### src/rtl/i2c_tgt_pkg.sv
`timescale 1ns/1ps
package i2c_tgt_pkg;

    localparam int REG_AW   = 3;
    localparam int BYTE_W   = 8;
    localparam int BITCNT_W = $clog2(BYTE_W + 1);

    typedef logic [REG_AW-1:0] reg_idx_t;

    localparam reg_idx_t RIX_STAT_A = 3'd0;
    localparam reg_idx_t RIX_STAT_B = 3'd1;
    localparam reg_idx_t RIX_DATA   = 3'd2;
    localparam reg_idx_t RIX_CTRL   = 3'd3;
    localparam reg_idx_t RIX_OWN_LO = 3'd4;
    localparam reg_idx_t RIX_OWN_HI = 3'd5;

    // status A bit positions
    localparam int FLG_ADDR = 0;
    localparam int FLG_RX   = 1;
    localparam int FLG_STOP = 2;
    // control bit positions
    localparam int CTL_EN   = 0;
    localparam int CTL_IE   = 1;
    // own-address high register
    localparam int OWN_TEN  = 7;

    // fixed prefix of a 10-bit header byte
    localparam logic [4:0] HDR_TAG = 5'b11110;

    typedef enum logic [3:0] {
        LS_IDLE,
        LS_ADDR1,
        LS_ACK_HDR,
        LS_ADDR2,
        LS_ACK_ADR,
        LS_HOLD,
        LS_DATA,
        LS_WAIT_RD,
        LS_ACK_DAT,
        LS_SKIP
    } link_st_e;

endpackage

### src/rtl/i2c_tgt_sync.sv
`timescale 1ns/1ps
module i2c_tgt_sync #(
    parameter int STAGES = 2
) (
    input  logic clk,
    input  logic rst_n,
    input  logic scl_in,
    input  logic sda_in,
    output logic scl_s,
    output logic sda_s,
    output logic scl_rise,
    output logic scl_fall,
    output logic start_det,
    output logic stop_det
);

    typedef struct packed {
        logic [STAGES-1:0] scl_pipe;
        logic [STAGES-1:0] sda_pipe;
        logic              scl_last;
        logic              sda_last;
    } sy_t;

    sy_t q, d;

    always_comb begin
        d = q;
        d.scl_pipe[0] = scl_in;
        d.sda_pipe[0] = sda_in;
        for (int i = 1; i < STAGES; i++) begin
            d.scl_pipe[i] = q.scl_pipe[i-1];
            d.sda_pipe[i] = q.sda_pipe[i-1];
        end
        d.scl_last = q.scl_pipe[STAGES-1];
        d.sda_last = q.sda_pipe[STAGES-1];
    end

    always_ff @(posedge clk or negedge rst_n) begin
        if (!rst_n) q <= '1;
        else        q <= d;
    end

    assign scl_s     = q.scl_pipe[STAGES-1];
    assign sda_s     = q.sda_pipe[STAGES-1];
    assign scl_rise  = scl_s & ~q.scl_last;
    assign scl_fall  = ~scl_s & q.scl_last;
    assign start_det = scl_s & q.scl_last & q.sda_last & ~sda_s;
    assign stop_det  = scl_s & q.scl_last & ~q.sda_last & sda_s;

endmodule

### src/rtl/i2c_tgt_link.sv
`timescale 1ns/1ps
module i2c_tgt_link
    import i2c_tgt_pkg::*;
(
    input  logic              clk,
    input  logic              rst_n,
    input  logic              en,
    input  logic              ten_bit,
    input  logic [9:0]        own_addr,
    input  logic              scl_s,
    input  logic              sda_s,
    input  logic              scl_rise,
    input  logic              scl_fall,
    input  logic              start_det,
    input  logic              stop_det,
    input  logic              addr_pend,
    input  logic              rx_pend,
    output logic              sda_oe,
    output logic              scl_oe,
    output logic              addr_evt,
    output logic              rx_push,
    output logic [BYTE_W-1:0] rx_byte,
    output logic              stop_evt,
    output logic              busy,
    output logic              addressed
);

    typedef struct packed {
        link_st_e            st;
        logic [BYTE_W-1:0]   shreg;
        logic [BITCNT_W-1:0] cnt;
        logic                sda_oe;
        logic                scl_oe;
        logic                addressed;
        logic                busy;
        logic                addr_evt;
        logic                rx_push;
        logic                stop_evt;
    } lk_t;

    lk_t  q, d;
    logic byte_done;
    logic shifting;
    logic hdr_hit;
    logic sev_hit;
    logic lo_hit;

    always_comb begin
        shifting  = (q.st == LS_ADDR1) || (q.st == LS_ADDR2) || (q.st == LS_DATA);
        byte_done = scl_fall && (q.cnt == BITCNT_W'(BYTE_W));
        hdr_hit   = ten_bit && (q.shreg[7:3] == HDR_TAG)
                    && (q.shreg[2:1] == own_addr[9:8]) && !q.shreg[0];
        sev_hit   = !ten_bit && (q.shreg[7:1] == own_addr[6:0]) && !q.shreg[0];
        lo_hit    = (q.shreg == own_addr[7:0]);

        d          = q;
        d.addr_evt = 1'b0;
        d.rx_push  = 1'b0;
        d.stop_evt = 1'b0;

        if (stop_det) begin
            d.st        = LS_IDLE;
            d.sda_oe    = 1'b0;
            d.scl_oe    = 1'b0;
            d.busy      = 1'b0;
            d.stop_evt  = q.addressed;
            d.addressed = 1'b0;
        end else if (start_det) begin
            d.busy   = 1'b1;
            d.sda_oe = 1'b0;
            d.scl_oe = 1'b0;
            d.cnt    = '0;
            d.st     = en ? LS_ADDR1 : LS_SKIP;
        end else begin
            if (shifting && scl_rise && (q.cnt < BITCNT_W'(BYTE_W))) begin
                d.shreg = {q.shreg[BYTE_W-2:0], sda_s};
                d.cnt   = q.cnt + 1'b1;
            end
            unique case (q.st)
                LS_ADDR1: begin
                    if (byte_done) begin
                        if (hdr_hit) begin
                            d.st     = LS_ACK_HDR;
                            d.sda_oe = 1'b1;
                        end else if (sev_hit) begin
                            d.st     = LS_ACK_ADR;
                            d.sda_oe = 1'b1;
                        end else begin
                            d.st = LS_SKIP;
                        end
                    end
                end
                LS_ACK_HDR: begin
                    if (scl_fall) begin
                        d.sda_oe = 1'b0;
                        d.cnt    = '0;
                        d.st     = LS_ADDR2;
                    end
                end
                LS_ADDR2: begin
                    if (byte_done) begin
                        if (lo_hit) begin
                            d.st     = LS_ACK_ADR;
                            d.sda_oe = 1'b1;
                        end else begin
                            d.st = LS_SKIP;
                        end
                    end
                end
                LS_ACK_ADR: begin
                    if (scl_fall) begin
                        d.sda_oe    = 1'b0;
                        d.addr_evt  = 1'b1;
                        d.addressed = 1'b1;
                        d.scl_oe    = 1'b1;
                        d.st        = LS_HOLD;
                    end
                end
                LS_HOLD: begin
                    if (!addr_pend && !q.addr_evt) begin
                        d.scl_oe = 1'b0;
                        d.cnt    = '0;
                        d.st     = LS_DATA;
                    end
                end
                LS_DATA: begin
                    if (byte_done) begin
                        if (rx_pend) begin
                            d.scl_oe = 1'b1;
                            d.st     = LS_WAIT_RD;
                        end else begin
                            d.rx_push = 1'b1;
                            d.sda_oe  = 1'b1;
                            d.st      = LS_ACK_DAT;
                        end
                    end
                end
                LS_WAIT_RD: begin
                    if (!rx_pend) begin
                        d.rx_push = 1'b1;
                        d.sda_oe  = 1'b1;
                        d.scl_oe  = 1'b0;
                        d.st      = LS_ACK_DAT;
                    end
                end
                LS_ACK_DAT: begin
                    if (scl_fall) begin
                        d.sda_oe = 1'b0;
                        d.cnt    = '0;
                        d.st     = LS_DATA;
                    end
                end
                default: begin
                end
            endcase
        end
    end

    always_ff @(posedge clk or negedge rst_n) begin
        if (!rst_n) q <= '0;
        else        q <= d;
    end

    assign sda_oe    = q.sda_oe;
    assign scl_oe    = q.scl_oe;
    assign addr_evt  = q.addr_evt;
    assign rx_push   = q.rx_push;
    assign rx_byte   = q.shreg;
    assign stop_evt  = q.stop_evt;
    assign busy      = q.busy;
    assign addressed = q.addressed;

    AST_ACK_STARTS_LOW: assert property (@(posedge clk) disable iff (!rst_n)
        $rose(sda_oe) |-> !scl_s) else $error("ack began with SCL high");
    AST_ADDR_HOLD: assert property (@(posedge clk) disable iff (!rst_n)
        (q.st == LS_HOLD && addr_pend) |=> scl_oe) else $error("address wait released SCL");
    AST_NO_OVERWRITE: assert property (@(posedge clk) disable iff (!rst_n)
        rx_push |-> !rx_pend) else $error("byte pushed over unread data");
    AST_RX_HOLD: assert property (@(posedge clk) disable iff (!rst_n)
        (q.st == LS_WAIT_RD && rx_pend) |=> scl_oe) else $error("read wait released SCL");

endmodule

### src/rtl/i2c_tgt_regs.sv
`timescale 1ns/1ps
module i2c_tgt_regs
    import i2c_tgt_pkg::*;
(
    input  logic              clk,
    input  logic              rst_n,
    input  reg_idx_t          sel,
    input  logic              rd,
    input  logic              wr,
    input  logic [BYTE_W-1:0] wdata,
    input  logic              addr_evt,
    input  logic              rx_push,
    input  logic [BYTE_W-1:0] rx_byte,
    input  logic              stop_evt,
    input  logic              busy,
    input  logic              addressed,
    output logic [BYTE_W-1:0] rdata,
    output logic              irq,
    output logic              en,
    output logic              ten_bit,
    output logic [9:0]        own_addr,
    output logic              addr_pend,
    output logic              rx_pend
);

    typedef struct packed {
        logic              addr_f;
        logic              rx_f;
        logic              stop_f;
        logic              addr_arm;
        logic              stop_arm;
        logic [BYTE_W-1:0] data;
        logic [BYTE_W-1:0] ctrl;
        logic [BYTE_W-1:0] own_lo;
        logic [BYTE_W-1:0] own_hi;
    } rg_t;

    rg_t  q, d;
    logic sa_rd, sb_rd, dat_rd, ctl_wr;

    always_comb begin
        sa_rd  = rd && (sel == RIX_STAT_A);
        sb_rd  = rd && (sel == RIX_STAT_B);
        dat_rd = rd && (sel == RIX_DATA);
        ctl_wr = wr && (sel == RIX_CTRL);

        d = q;

        // first step of a clear: remember status A was seen with the flag up
        if (sa_rd && q.addr_f) d.addr_arm = 1'b1;
        if (sa_rd && q.stop_f) d.stop_arm = 1'b1;

        // second step completes only when armed
        if (sb_rd && q.addr_arm) begin
            d.addr_f   = 1'b0;
            d.addr_arm = 1'b0;
        end
        if (ctl_wr && q.stop_arm) begin
            d.stop_f   = 1'b0;
            d.stop_arm = 1'b0;
        end
        if (dat_rd) d.rx_f = 1'b0;

        if (wr) begin
            unique case (sel)
                RIX_CTRL:   d.ctrl   = wdata;
                RIX_OWN_LO: d.own_lo = wdata;
                RIX_OWN_HI: d.own_hi = wdata;
                default: begin
                end
            endcase
        end

        // new events win over a clear in the same cycle
        if (addr_evt) begin
            d.addr_f   = 1'b1;
            d.addr_arm = 1'b0;
        end
        if (stop_evt) begin
            d.stop_f   = 1'b1;
            d.stop_arm = 1'b0;
        end
        if (rx_push) begin
            d.rx_f = 1'b1;
            d.data = rx_byte;
        end
    end

    always_ff @(posedge clk or negedge rst_n) begin
        if (!rst_n) q <= '0;
        else        q <= d;
    end

    always_comb begin
        unique case (sel)
            RIX_STAT_A: rdata = {5'b0, q.stop_f, q.rx_f, q.addr_f};
            RIX_STAT_B: rdata = {6'b0, addressed, busy};
            RIX_DATA:   rdata = q.data;
            RIX_CTRL:   rdata = q.ctrl;
            RIX_OWN_LO: rdata = q.own_lo;
            RIX_OWN_HI: rdata = q.own_hi;
            default:    rdata = '0;
        endcase
    end

    assign irq       = q.ctrl[CTL_IE] & (q.addr_f | q.rx_f | q.stop_f);
    assign en        = q.ctrl[CTL_EN];
    assign ten_bit   = q.own_hi[OWN_TEN];
    assign own_addr  = {q.own_hi[1:0], q.own_lo};
    assign addr_pend = q.addr_f;
    assign rx_pend   = q.rx_f;

    AST_ADDR_CLR_PATH: assert property (@(posedge clk) disable iff (!rst_n)
        $fell(q.addr_f) |-> $past(rd && sel == RIX_STAT_B)) else $error("address flag cleared off sequence");
    AST_RX_CLR_PATH: assert property (@(posedge clk) disable iff (!rst_n)
        $fell(q.rx_f) |-> $past(rd && sel == RIX_DATA)) else $error("byte flag cleared without data read");
    AST_STOP_CLR_PATH: assert property (@(posedge clk) disable iff (!rst_n)
        $fell(q.stop_f) |-> $past(wr && sel == RIX_CTRL)) else $error("stop flag cleared off sequence");
    AST_SA_KEEPS_FLAGS: assert property (@(posedge clk) disable iff (!rst_n)
        (rd && sel == RIX_STAT_A && q.addr_f && q.stop_f) |=> (q.addr_f && q.stop_f)) else $error("status A read cleared a flag");

endmodule

### src/rtl/i2c_tgt_rx.sv
`timescale 1ns/1ps
module i2c_tgt_rx
    import i2c_tgt_pkg::*;
#(
    parameter int SYNC_STAGES = 2
) (
    input  logic              clk,
    input  logic              rst_n,
    input  logic              scl_in,
    input  logic              sda_in,
    output logic              scl_hold,
    output logic              sda_pull,
    input  logic [REG_AW-1:0] reg_sel,
    input  logic              reg_rd,
    input  logic              reg_wr,
    input  logic [BYTE_W-1:0] reg_wdata,
    output logic [BYTE_W-1:0] reg_rdata,
    output logic              evt_irq
);

    logic              scl_s, sda_s, scl_rise, scl_fall, start_det, stop_det;
    logic              en, ten_bit, addr_pend, rx_pend;
    logic [9:0]        own_addr;
    logic              addr_evt, rx_push, stop_evt, busy, addressed;
    logic [BYTE_W-1:0] rx_byte;

    i2c_tgt_sync #(.STAGES(SYNC_STAGES)) u_sync (
        .clk       (clk),
        .rst_n     (rst_n),
        .scl_in    (scl_in),
        .sda_in    (sda_in),
        .scl_s     (scl_s),
        .sda_s     (sda_s),
        .scl_rise  (scl_rise),
        .scl_fall  (scl_fall),
        .start_det (start_det),
        .stop_det  (stop_det)
    );

    i2c_tgt_link u_link (
        .clk       (clk),
        .rst_n     (rst_n),
        .en        (en),
        .ten_bit   (ten_bit),
        .own_addr  (own_addr),
        .scl_s     (scl_s),
        .sda_s     (sda_s),
        .scl_rise  (scl_rise),
        .scl_fall  (scl_fall),
        .start_det (start_det),
        .stop_det  (stop_det),
        .addr_pend (addr_pend),
        .rx_pend   (rx_pend),
        .sda_oe    (sda_pull),
        .scl_oe    (scl_hold),
        .addr_evt  (addr_evt),
        .rx_push   (rx_push),
        .rx_byte   (rx_byte),
        .stop_evt  (stop_evt),
        .busy      (busy),
        .addressed (addressed)
    );

    i2c_tgt_regs u_regs (
        .clk       (clk),
        .rst_n     (rst_n),
        .sel       (reg_sel),
        .rd        (reg_rd),
        .wr        (reg_wr),
        .wdata     (reg_wdata),
        .addr_evt  (addr_evt),
        .rx_push   (rx_push),
        .rx_byte   (rx_byte),
        .stop_evt  (stop_evt),
        .busy      (busy),
        .addressed (addressed),
        .rdata     (reg_rdata),
        .irq       (evt_irq),
        .en        (en),
        .ten_bit   (ten_bit),
        .own_addr  (own_addr),
        .addr_pend (addr_pend),
        .rx_pend   (rx_pend)
    );

endmodule

### config.mk
export PLATFORM = sky130hd
export DESIGN_NAME = i2c_tgt_rx
export DESIGN_NICKNAME = d
export VERILOG_FILES = /design/src/rtl/i2c_tgt_pkg.sv /design/src/rtl/i2c_tgt_sync.sv /design/src/rtl/i2c_tgt_link.sv /design/src/rtl/i2c_tgt_regs.sv /design/src/rtl/i2c_tgt_rx.sv
export SDC_FILE = /design/constraint.sdc
export NUM_CORES = 1
export LEC_CHECK = 0
export CAP_MARGIN = 20
export CORE_MARGIN = 2
export CORE_UTILIZATION = 45
export CTS_CLUSTER_DIAMETER = 40
export CTS_CLUSTER_SIZE = 25
export DETAILED_ROUTE_END_ITERATION = 8
export SLEW_MARGIN = 20
export SYNTH_ARGS = -nofsm -noshare
export SYNTH_HDL_FRONTEND = slang
export SYNTH_HIERARCHICAL = 1
export SYNTH_SLANG_ARGS = --single-unit
### constraint.sdc
create_clock -name clk -period 3.4 [get_ports clk]
set_clock_uncertainty 0.15 [all_clocks]
set_input_delay 0.68 -clock clk [delete_from_list [all_inputs] [get_ports clk]]
set_output_delay 0.68 -clock clk [all_outputs]
set_load 0.1 [all_outputs]
==> summary.md <==
| Metric | Value |
|---|---|
| Distinct cells, synth | 68 |
| Power Density | between 600 and 700 nW/µm² |
| Initial core utilization | approximately 46% |
| Critical Path AT | 2.23 ns |
| Share of layout cells above drive strength 1 | 27.6% |
| Post-route DRC violation count | 0 |
| Remaining global-route overflow | 0 |
| Setup fix buffers added after clock tree synthesis | 0 |
| Overall Global Routing Usage | 19.2% |
| Count of synthesis-stage warnings from yosys | 6 |
| Cell accounting for the most synthesized area | dfrtp_1 |
| Initial DRC Count | 88 |
| Reported max-cap violation count | 0 |
| Final instance area | roughly 4300 µm² |
| RR Startpoint | u_sync/q[1]$_DFF_PN1_ |
| Layout Utilization | 52.5% |
| Ys flop type | dfrtp_1 |
| Count of final max-slew check failures | 0 |
| Die height | 96.0 µm |
| Placed Cells incl. Taps | about 440 |
| Total clock buffers created by CTS | 9 |
| Length of the first detailed-routing pass in iterations | 4 |
| Layout overhead on the synthesized area | 13.4% |
| Peak supply drop | 0.280 mV |
| Critical Path End Type | primary output |
| Final GP Congestion | around 0.89 |
| Run status | finished clean |
| Remaining antenna violation count | 0 |
| Clock-pin transition on the worst setup and hold timing paths | 0.07 ns |
| Critical path startpoint | reg_sel[2] |
| Post-synthesis average cell area | between 10 and 15 µm² |
| Number of ports placed on the die boundary | 28 |
| Number of cells on the worst reg-to-reg path | 6 |
| Startpoint kind of the worst setup timing path | primary input |
| Detail-routed via count per cell | 5.72 |
| Width of the die | 96.0 µm |
| Seq/Total Area, Yosys | about 44% |
| Input/output buffers | 27 |
| Detailed-route wire length | 8150 µm |
| Antenna fix cells | 0 |
| Last element of the critical path | reg_rdata[4] |
| Wire length on met3 | 324 µm |
| Total of cells resized after clock tree synthesis | 0 |
| Skew-Pair Late Insertion Delay | 0.35 ns |
| Top fanout value on the critical path | 10 |
| Pre-CTS setup slack | 0.354 ns |
| Total number of nets in the final design | between 300 and 400 |
| Largest net degree at the start of global routing | 38 |
| Unrepaired setup endpoints after global routing | no |
| Number of antenna violations at the first check in global routing | 0 |
| Reg-to-reg critical path endpoint | u_link/q[22]$_DFFE_PN0P_ |
| CTS Root Cell | clkbuf_8 |
| Lkg Pwr | 1.86 nW |
| Deepest clock path buffer count | 2 |
| Minimum clock period after layout | 3.06 ns |
| Share of the clock period used by the worst path after layout | 90.1% |
| H-tree levels | 3 |
| Flop-to-flop setup slack | 0.87 ns |
| Cts hold-fix bufs | 0 |
| Count of endpoints failing setup in the final report | 0 |
| Post-detail-place hpwl | 5710 µm |
| Most common cell after layout, fill and taps aside | dfrtp_1 |
| Top layer used by detailed routing | met4 |
| Cell row count | 33 |
| Biggest area contributors in the synthesized netlist | dfrtp_1, mux2_2, mux2i_1, dfstp_2, buf_4 |
| Filler cell count | 726 |
| Classification of the worst setup path | primary input to primary output |
| Leading cell types in the layout, fill and taps excluded | dfrtp_1, mux2_2, nor2_1, mux2i_1 |
| M1 WL | 3990 µm |
| Data required time at the worst endpoint | between 2 and 3 ns |
| EDFF count, synth | 0 |
| Multi-input gate area in the final layout | between 1500 and 2000 µm² |
| Sum Neg Setup Slack | 0 ns |
| Hold violation count in the final report | 0 |
| Cell Area, Synth | 3810 µm² |
| Die area | a little over 9000 µm² |
| Post-synth top area share | 39.4% |
| Wirelength per Cell | 17.7 µm |
| TritonCTS clock tree | done |
| Post-route non-filler standard cell count | 460 |
| Top achievable clock speed | 327 MHz |
| # clock sinks | 66 |
| Footprint of the flip-flops and latches | 1660 µm² |
| Area of the core | 8220 µm² |
| Vias in the first global route | around 2500 |
| Total via count after detailed routing | 2632 |
| Count of mapped cells out of synthesis | 340 |
| FFs w/ async S/R, synth | 100% |
| Length of routed met2 wiring | 3740 µm |
| Post-Place Cell Area | 4140 µm² |
| Worst slew margin | 42.5% |
| Synth Register Bits | 66 |
| Final worst slack | 0.338 ns |
| Min-delay worst type | flip-flop to flip-flop |
| Total nets after synthesis | 359 |
| Global-route wire length before repair | 13300 µm |
| Actual transition at the worst max-transition pin | 0.863 ns |
-- metrics by stage --
stage,hold slack [ns],total power [mW]
after CTS,0.208,2.77
after floorplan,0.195,1.97
after global placement,0.196,2.15
final,0.208,2.76
after global routing,0.216,2.91
after detailed placement,0.197,2.17
-- how the worst min path moves through the flow --
| stage | cells past startpoint | from | slack [ns] | to |
|---|---|---|---|---|
| floorplan | 0 | u_sync/d[5]$_DFF_PN1_ | 0.20 | u_sync/scl_s$_DFF_PN1_ |
| global placement | 0 | u_sync/d[3]$_DFF_PN1_ | 0.20 | u_sync/sda_s$_DFF_PN1_ |
| detailed placement | 0 | u_sync/d[5]$_DFF_PN1_ | 0.20 | u_sync/scl_s$_DFF_PN1_ |
| CTS | 0 | u_sync/d[5]$_DFF_PN1_ | 0.21 | u_sync/scl_s$_DFF_PN1_ |
| global route | 0 | u_sync/d[5]$_DFF_PN1_ | 0.22 | u_sync/scl_s$_DFF_PN1_ |
| finish | 0 | u_sync/d[5]$_DFF_PN1_ | 0.21 | u_sync/scl_s$_DFF_PN1_ |
-- registers in the layout (all words and copies together) (netlist names), 2 cells and up --
signal           cells
u_sync/d             2
u_regs/q            23
u_sync/q             2
u_link/q             8
u_link/rx_byte       8
u_regs/own_addr     10
-- power breakdown --
part           switching, mW  total [mW]  leakage (nW)  internal [mW]
combinational          0.550       0.989         0.937          0.440
clock                  0.315       0.599        0.0847          0.284
sequential             0.235        1.17         0.835          0.932
total                   1.10        2.76          1.86           1.66
-- cell usage after synthesis (2+ instances only) --
library cell / instances
nor3_1: 4
and3_1: 3
nand2_1: 10
a21o_1: 4
mux2_1: 2
buf_2: 10
o221ai_1: 2
a31oi_1: 5
mux2i_1: 16
buf_4: 19
mux2_4: 8
o31a_1: 2
o21ai_1: 3
nand4_1: 4
a21oi_1: 10
buf_6: 2
ha_1: 2
nand3_1: 4
nor4_1: 2
a2bb2oi_1: 2
o41ai_1: 2
nand2b_1: 9
nor2_1: 16
xnor2_1: 15
inv_1: 11
clkbuf_1: 4
dfstp_2: 6
xor2_1: 4
dfrtp_1: 60
nor3b_1: 2
nor2b_1: 6
and4b_1: 3
mux2_2: 30
o21ai_0: 12
o31ai_1: 3
nand4b_1: 3
inv_2: 2
a211oi_1: 2
o22ai_1: 7
-- metal layers --
metal	track usage (%)	vias up
li1	-	1240
met1	28.0	1323
met2	29.0	59
met3	3.13	10
met4	6.79	0
met5	0	-
-- layout make-up --
class	instances	area share, %
clock buffers	10	3.19
well taps	105	3.04
repair buffers	34	9.05
flip-flops and latches	66	38.4
inverters	13	1.13
clock inverters	6	0.957
multi-input cells	226	44.2
-- worst max-delay path: stages --
cell,delay (ns)
clkdlybuf4s50_1,0.63
nand2b_1,0.34
buf_4,0.22
o22ai_2,0.15
buf_12,0.20
-- cells by family after synthesis --
family | Yosys count | share of synthesized area (%)
muxes | 57 | 17.4
DFF | 66 | 43.6
buffers and inverters | 48 | 7.33
adders and majority gates | 2 | 0.657
AOI/OAI and AO/OA | 68 | 12.6
xor gates and xnor gates | 19 | 4.37
and+or+nand+nor | 80 | 14.1
Power figures use the tool's default switching activity.
